### config.mk
export PLATFORM = sky130hd
export DESIGN_NAME = lfsr_interval_timer
export DESIGN_NICKNAME = d
export VERILOG_FILES = /design/src/rtl/lfsr_timer_pkg.sv /design/src/rtl/lfsr_seq_core.sv /design/src/rtl/zero_run_detector.sv /design/src/rtl/unit_counter.sv /design/src/rtl/lfsr_interval_timer.sv
export SDC_FILE = /design/constraint.sdc
export NUM_CORES = 1
export LEC_CHECK = 0
export ABC_AREA = 1
export CAP_MARGIN = 20
export CELL_PAD_IN_SITES_DETAIL_PLACEMENT = 0
export CELL_PAD_IN_SITES_GLOBAL_PLACEMENT = 1
export CORE_MARGIN = 2
export CORE_UTILIZATION = 33
export CTS_CLUSTER_DIAMETER = 150
export CTS_CLUSTER_SIZE = 8
export DETAILED_ROUTE_END_ITERATION = 10
export PLACE_DENSITY = 0.75
export SYNTH_ARGS = -nofsm -noshare
export SYNTH_HDL_FRONTEND = slang
export SYNTH_SLANG_ARGS = --single-unit
### constraint.sdc
create_clock -name clk_i -period 1.6 [get_ports clk_i]
set_clock_uncertainty 0.05 [all_clocks]
set_input_delay 0.48 -clock clk_i [delete_from_list [all_inputs] [get_ports clk_i]]
set_output_delay 0.48 -clock clk_i [all_outputs]
set_load 0.005 [all_outputs]
### src/rtl/lfsr_timer_pkg.sv
package lfsr_timer_pkg;

   // Feedback tap mask for a maximal-length sequence of n bits.
   // Bit (t-1) is set for tap position t. Zero means unsupported width.
   function automatic logic [63:0] tap_mask(input int n);
      logic [63:0] m;
      m = '0;
      case (n)
         3:  begin m[2] = 1'b1; m[1] = 1'b1; end
         4:  begin m[3] = 1'b1; m[2] = 1'b1; end
         5:  begin m[4] = 1'b1; m[2] = 1'b1; end
         6:  begin m[5] = 1'b1; m[4] = 1'b1; end
         7:  begin m[6] = 1'b1; m[5] = 1'b1; end
         8:  begin m[7] = 1'b1; m[5] = 1'b1; m[4] = 1'b1; m[3] = 1'b1; end
         9:  begin m[8] = 1'b1; m[4] = 1'b1; end
         10: begin m[9] = 1'b1; m[6] = 1'b1; end
         11: begin m[10] = 1'b1; m[8] = 1'b1; end
         15: begin m[14] = 1'b1; m[13] = 1'b1; end
         16: begin m[15] = 1'b1; m[14] = 1'b1; m[12] = 1'b1; m[3] = 1'b1; end
         17: begin m[16] = 1'b1; m[13] = 1'b1; end
         20: begin m[19] = 1'b1; m[16] = 1'b1; end
         22: begin m[21] = 1'b1; m[20] = 1'b1; end
         23: begin m[22] = 1'b1; m[17] = 1'b1; end
         25: begin m[24] = 1'b1; m[21] = 1'b1; end
         28: begin m[27] = 1'b1; m[24] = 1'b1; end
         31: begin m[30] = 1'b1; m[27] = 1'b1; end
         63: begin m[62] = 1'b1; m[61] = 1'b1; end
         default: m = '0;
      endcase
      return m;
   endfunction

   function automatic bit width_supported(input int n);
      return (tap_mask(n) != '0);
   endfunction

endpackage

### src/rtl/lfsr_seq_core.sv
module lfsr_seq_core
   import lfsr_timer_pkg::*;
#(
   parameter int N = 63
) (
   input  logic         clk_i,
   input  logic         rst_i,
   input  logic         en_i,
   output logic [N-1:0] state_o,
   output logic         serial_o
);

   localparam logic [63:0]  TAPS_FULL = tap_mask(N);
   localparam logic [N-1:0] TAPS      = TAPS_FULL[N-1:0];
   localparam logic [N-1:0] SEED      = N'(1);

   logic [N-1:0] state_q;
   logic         fb;

   assign fb = ^(state_q & TAPS);

   always_ff @(posedge clk_i) begin
      if (rst_i) begin
         state_q <= SEED;
      end else if (en_i) begin
         state_q <= {state_q[N-2:0], fb};
      end
   end

   assign state_o  = state_q;
   assign serial_o = state_q[N-1];

endmodule

### src/rtl/zero_run_detector.sv
module zero_run_detector #(
   parameter int N = 63
) (
   input  logic clk_i,
   input  logic rst_i,
   input  logic en_i,
   input  logic serial_i,
   output logic borrow_o
);

   // Magnitude bits to hold N-2, plus one borrow bit on top.
   localparam int          W      = $clog2(N) + 1;
   localparam logic [W-1:0] RELOAD = W'(N - 2);

   logic [W-1:0] run_q;

   always_ff @(posedge clk_i) begin
      if (rst_i) begin
         run_q <= RELOAD;
      end else if (en_i) begin
         if (serial_i || run_q[W-1]) begin
            run_q <= RELOAD;
         end else begin
            run_q <= run_q - W'(1);
         end
      end
   end

   assign borrow_o = run_q[W-1];

endmodule

### src/rtl/unit_counter.sv
module unit_counter #(
   parameter int MOD = 60,
   parameter int CW  = 6
) (
   input  logic          clk_i,
   input  logic          rst_i,
   input  logic          adv_i,
   output logic [CW-1:0] count_o,
   output logic          tick_o
);

   localparam logic [CW-1:0] LAST = CW'(MOD - 1);

   logic [CW-1:0] cnt_q;

   always_ff @(posedge clk_i) begin
      if (rst_i) begin
         cnt_q <= '0;
      end else if (adv_i) begin
         cnt_q <= (cnt_q == LAST) ? '0 : cnt_q + CW'(1);
      end
   end

   assign count_o = cnt_q;
   assign tick_o  = adv_i && (cnt_q == LAST);

endmodule

### src/rtl/lfsr_interval_timer.sv
module lfsr_interval_timer
   import lfsr_timer_pkg::*;
#(
   parameter int N          = 63,
   parameter bit UNIT_STAGE = 1'b1,
   parameter int UNIT_MOD   = 60,
   parameter int UNIT_W     = $clog2(UNIT_MOD)
) (
   input  logic              clk_i,
   input  logic              rst_i,
   input  logic              en_i,
   output logic              tc_o,
   output logic [N-1:0]      state_o,
   output logic [UNIT_W-1:0] unit_count_o,
   output logic              unit_tick_o
);

   if (!width_supported(N)) begin : g_bad_width
      $error("lfsr_interval_timer: no tap set for this width");
   end
   if (UNIT_MOD < 2 || UNIT_W < 1 || UNIT_MOD > (1 << UNIT_W)) begin : g_bad_unit
      $error("lfsr_interval_timer: unit modulus does not fit its width");
   end

   logic serial;
   logic borrow;

   lfsr_seq_core #(.N(N)) i_core (
      .clk_i    (clk_i),
      .rst_i    (rst_i),
      .en_i     (en_i),
      .state_o  (state_o),
      .serial_o (serial)
   );

   zero_run_detector #(.N(N)) i_zrun (
      .clk_i    (clk_i),
      .rst_i    (rst_i),
      .en_i     (en_i),
      .serial_i (serial),
      .borrow_o (borrow)
   );

   assign tc_o = borrow && en_i;

   if (UNIT_STAGE) begin : g_unit
      unit_counter #(.MOD(UNIT_MOD), .CW(UNIT_W)) i_unit (
         .clk_i   (clk_i),
         .rst_i   (rst_i),
         .adv_i   (tc_o),
         .count_o (unit_count_o),
         .tick_o  (unit_tick_o)
      );
   end else begin : g_no_unit
      assign unit_count_o = '0;
      assign unit_tick_o  = 1'b0;
   end

endmodule

### Yosys cells after proc, flatten, opt, wreduce, memory -nomap -nowiden

Cells that the tools add are included.

| word-level totals | value |
|---|---|
| input port bits | 3 |
| output and inout port bits | 71 |
| register bits after elaboration | 76 |

| operators by class | value |
|---|---|
| reductions and logical operators | 4 |
| add/sub/neg operators | 2 |
| multiplexer cells | 2 |
| eq/ne operators | 1 |

Operators by type and width:

| operator | number |
|---|---|
| 63-bit parity | 1 |
| 7-bit two-way mux | 1 |
| 7-bit by 1-bit subtractor with 7-bit output, second input constant | 1 |
| 6-bit by 1-bit adder with 6-bit output, second input constant | 1 |
| 6-bit == test, second input constant | 1 |
| 6-bit two-way mux | 1 |
| 1-bit logical AND | 2 |
| 1-bit logical OR | 1 |

### Longest topological paths before layout

| logic depth | value |
|---|---|
| depth after elaboration | 2 |
| mapped depth | 7 |
| mapped depth without buffers | 7 |

### By module

A second synthesis with hierarchy kept.

| unflattened totals | value |
|---|---|
| cell total of the unflattened synthesis | 376 |
| area total of the unflattened synthesis | 2,922.8 um2 |

By module, submodules not included:

| module | instances | cells each | sequential area each (um2) | area each (um2) |
|---|---|---|---|---|
| lfsr_seq_core | 1 | 279 | 1,261.2 | 2,272.2 |
| zero_run_detector | 1 | 51 | 140.1 | 344.1 |
| unit_counter | 1 | 44 | 120.1 | 299.0 |
| lfsr_interval_timer | 1 | 2 | 0.0 | 7.5 |

### Least setup slack after synthesis

Ideal clock, no wire load.

| path | value |
|---|---|
| path type | in2out |
| start | input en_i |
| end | output unit_tick_o |
| data required time | 1,070 ps |
| path buffers | 1 |
| cell stages on the path | 5 |
| arrival time | 932 ps |
| path slack | 138 ps |
| cell sequence | buf_6 -> nand2_2 -> inv_2 -> nand2_2 -> nor2_1 |

| on the way | value |
|---|---|
| longest elaborated chain between the ends | 2 |

Ends and longest elaborated chain:

| item | RTL line | text |
|---|---|---|
| start, declared | lfsr_interval_timer.sv:11 | `input logic en_i,` |
| 1-bit logical AND | lfsr_interval_timer.sv:44 | `assign tc_o = borrow && en_i;` |
| net tc_o | lfsr_interval_timer.sv:12 | `output logic tc_o,` |
| 1-bit logical AND | unit_counter.sv:25 | `assign tick_o = adv_i && (cnt_q == LAST);` |
| end, declared | lfsr_interval_timer.sv:15 | `output logic unit_tick_o` |

The timed path passes the listed nets, and every way through them passes these cells.

### Worst setup path in the final report

| path | value |
|---|---|
| start | register g_unit.i_unit.cnt_q[1], in the netlist g_unit.i_unit.count_o[1] |
| end | output unit_tick_o |

| on the way | value |
|---|---|
| longest elaborated chain between the ends | 2 |

Ends and longest elaborated chain:

| item | RTL line | text |
|---|---|---|
| start, declared | unit_counter.sv:14 | `logic [CW-1:0] cnt_q;` |
| start signal, assigned | unit_counter.sv:20 | `cnt_q <= (cnt_q == LAST) ? '0 : cnt_q + CW'(1);` |
| 6-bit == test | unit_counter.sv:25 |  |
| 1-bit logical AND | unit_counter.sv:25 |  |

No other way between the ends.

==> out/results.tsv <==
metric	value	unit
clock_latency	0.34	ns
rsz0062_at_grt	true	
core-area	0.00859	mm^2
nets	487	
cts-buffers-inserted	9	
cp-end-kind	output port	
r2r-start	i_core.state_o[62]$_SDFFE_PP0P_	
synth_nets	375	
drt_iter0_markers	99	
ys_warn_count	0	
root_buffer	clkbuf_8	
die_h	97.3	um
final_area	0.00427	mm^2
num_rows	34	
r2r-end	i_zrun.run_q[2]$_SDFFE_PP1P_	
maxCapViolations	0	
routed_via_density	4.52	
reg2reg_depth	5	
wl_met1	3120	um
die_w	97.3	um
areaGrowthSynthToFinish	48.6	%
portBuffers	73	
syn_inst	370	
finish.utilization	49.7	%
synth_cell_type_count	26	
cts.path.max_buffers	2	
dp_slack	-0.327	ns
tns	-0.0230	ns
hold_violations	0	
grt_pass1_wl	11700	um
route.met2.wl	3140	um
setup_viol	1	
h-tree-depth	3	
tightest_slew	0.444	ns
outcome	finished with violations	
grt-ovfl-total	0	
critPathKind	flop to output port	
syn_area	0.00287	mm^2
cts.sinks	76	
yosysSeqAreaShare	53.0	%
syn_area_per_cell	7.76	um^2
antenna_found_initial	0	
initial_core_util	33.4	%
power	4.29	mW
grt_start_max_net_pins	37	
post-place-cells	556	
critPathLaunchType	flop	
slew_viol_final	0	
layout_common_cells	nor2_1, dlygate4sd2_1, dfxtp_2	
synth.area.top_cells	dfxtp_1, nor2_1, o21ai_0	
routed_wl	6730	um
ios	74	
drc	0	
crit_start	g_unit.i_unit.count_o[1]$_SDFFE_PP0N_	
finalWeightedCongestion	0.703	
num_vias	2684	
wl_met3	386	um
post-route-period-util	101	%
dpl.hpwl	4410	um
clk_pin_slew	0.08	ns
placed_cell_area	0.00383	mm^2
wire_per_inst	11.3	um
final_common_cell	nor2_1	
ys_ff_latch	76	
crit_end	unit_tick_o	
min_period	1.62	ns
layout-drive-gt1-share	29.4	%
synth_top_area_cell	dfxtp_1	
die_area	0.00946	mm^2
dr.pass1.iters	4	
violations	setup timing	
fin_ws	-0.0230	ns
grtUsageTotal	15.0	%
grt_pass1_vias	2500	
power_leakage	2.09	nW
final_cells	594	
holdWs	0.429	ns
top_layer_used	met4	
maxSlewHeadroom	70.2	%
antenna_left	0	
cp.required	1.07	ns
cp.arrival	1.09	ns
diodes	0	
synth_top_area_share	53.0	%
fmax	616	MHz
hold_class	flop to flop	
cts_tree	done	
worstPathMaxFanout	2	
power_density	1010	mW/mm^2
reg2reg_slack	0.43	ns
vdd_ir_drop_max	0.436	mV
worst max-delay path, cell delays in order (launching register included):
cell and delay, ns:
dfxtp_2 0.36, ha_4 0.15, nand3_4 0.06, nor2_1 0.07
buf_2 0.11
cell type report:
type,instances,area [um^2]
Multi-Input combinational cell,258,1190
Fill cell,879,4330
Inverter,14,52.6
Sequential cell,76,1600
Clock buffer,9,124
Tap cell,108,135
Clock inverter,6,113
Timing Repair Buffer,123,1050
per-layer routing:
| layer | track usage (%) | vias to the layer above |
|---|---|---|
| li1 | - | 1393 |
| met1 | 19.2 | 1226 |
| met2 | 23.7 | 57 |
| met3 | 4.32 | 8 |
| met4 | 6.73 | 0 |
| met5 | 0 | - |
synthesized netlist by cell type (all sizes together):
library cell  number
a21oi              6
buf               17
clkbuf             5
dfxtp             76
ha                 2
inv               14
nand2             32
nand3             10
nand3b             1
nor2             137
nor3               2
o21ai             65
o21bai             1
xor2               2
logic make-up (layout without fill, tap and decap cells):
group	Yosys count	count (layout)	share of synthesized area (%)
adders and majority gates	2	2	0.872
buffers and inverters	36	152	6.63
xor gates and xnor gates	2	2	0.610
and+or+nand+nor	182	182	25.7
DFF	76	76	53.0
AOI/OAI and AO/OA	72	72	13.2
power breakdown:
group / total, mW / leakage (nW) / switching (mW) / internal [mW]
registers: 2.08 / 0.649 / 0.0686 / 2.01
logic: 0.474 / 1.32 / 0.232 / 0.241
clock network: 1.73 / 0.120 / 0.702 / 1.03
total: 4.29 / 2.09 / 1.00 / 3.29
what timing repair did:
item                                    in CTS  in global routing
endpoints found under the setup margin      71                  4
buffers inserted                            23                  0
endpoints found under the hold margin        0                  0
cloned                                       0                  0
hold buffers                                 0                  0
gates resized for setup                    146                  4
pin swaps                                    3                  0
flip-flops by register name, indices dropped and copies added (netlist names):
signal,cells
i_zrun.run_q,7
g_unit.i_unit.count_o,6
i_core.state_o,63
worst min-delay path by stage:
stage                                      start                           end  slack (ns)  cells after the start
floorplan           i_zrun.run_q[5]$_SDFFE_PP1P_  i_zrun.run_q[5]$_SDFFE_PP1P_        0.38                      2
global placement    i_zrun.run_q[5]$_SDFFE_PP1P_  i_zrun.run_q[5]$_SDFFE_PP1P_        0.39                      2
detailed placement  i_zrun.run_q[5]$_SDFFE_PP1P_  i_zrun.run_q[5]$_SDFFE_PP1P_        0.40                      2
CTS                 i_zrun.run_q[5]$_SDFFE_PP1P_  i_zrun.run_q[5]$_SDFFE_PP1P_        0.43                      2
global route        i_zrun.run_q[1]$_SDFFE_PP0P_  i_zrun.run_q[1]$_SDFFE_PP0P_        0.46                      2
finish              i_zrun.run_q[5]$_SDFFE_PP1P_  i_zrun.run_q[5]$_SDFFE_PP1P_        0.43                      2
Note: power is estimated with default switching activity, not from simulation.
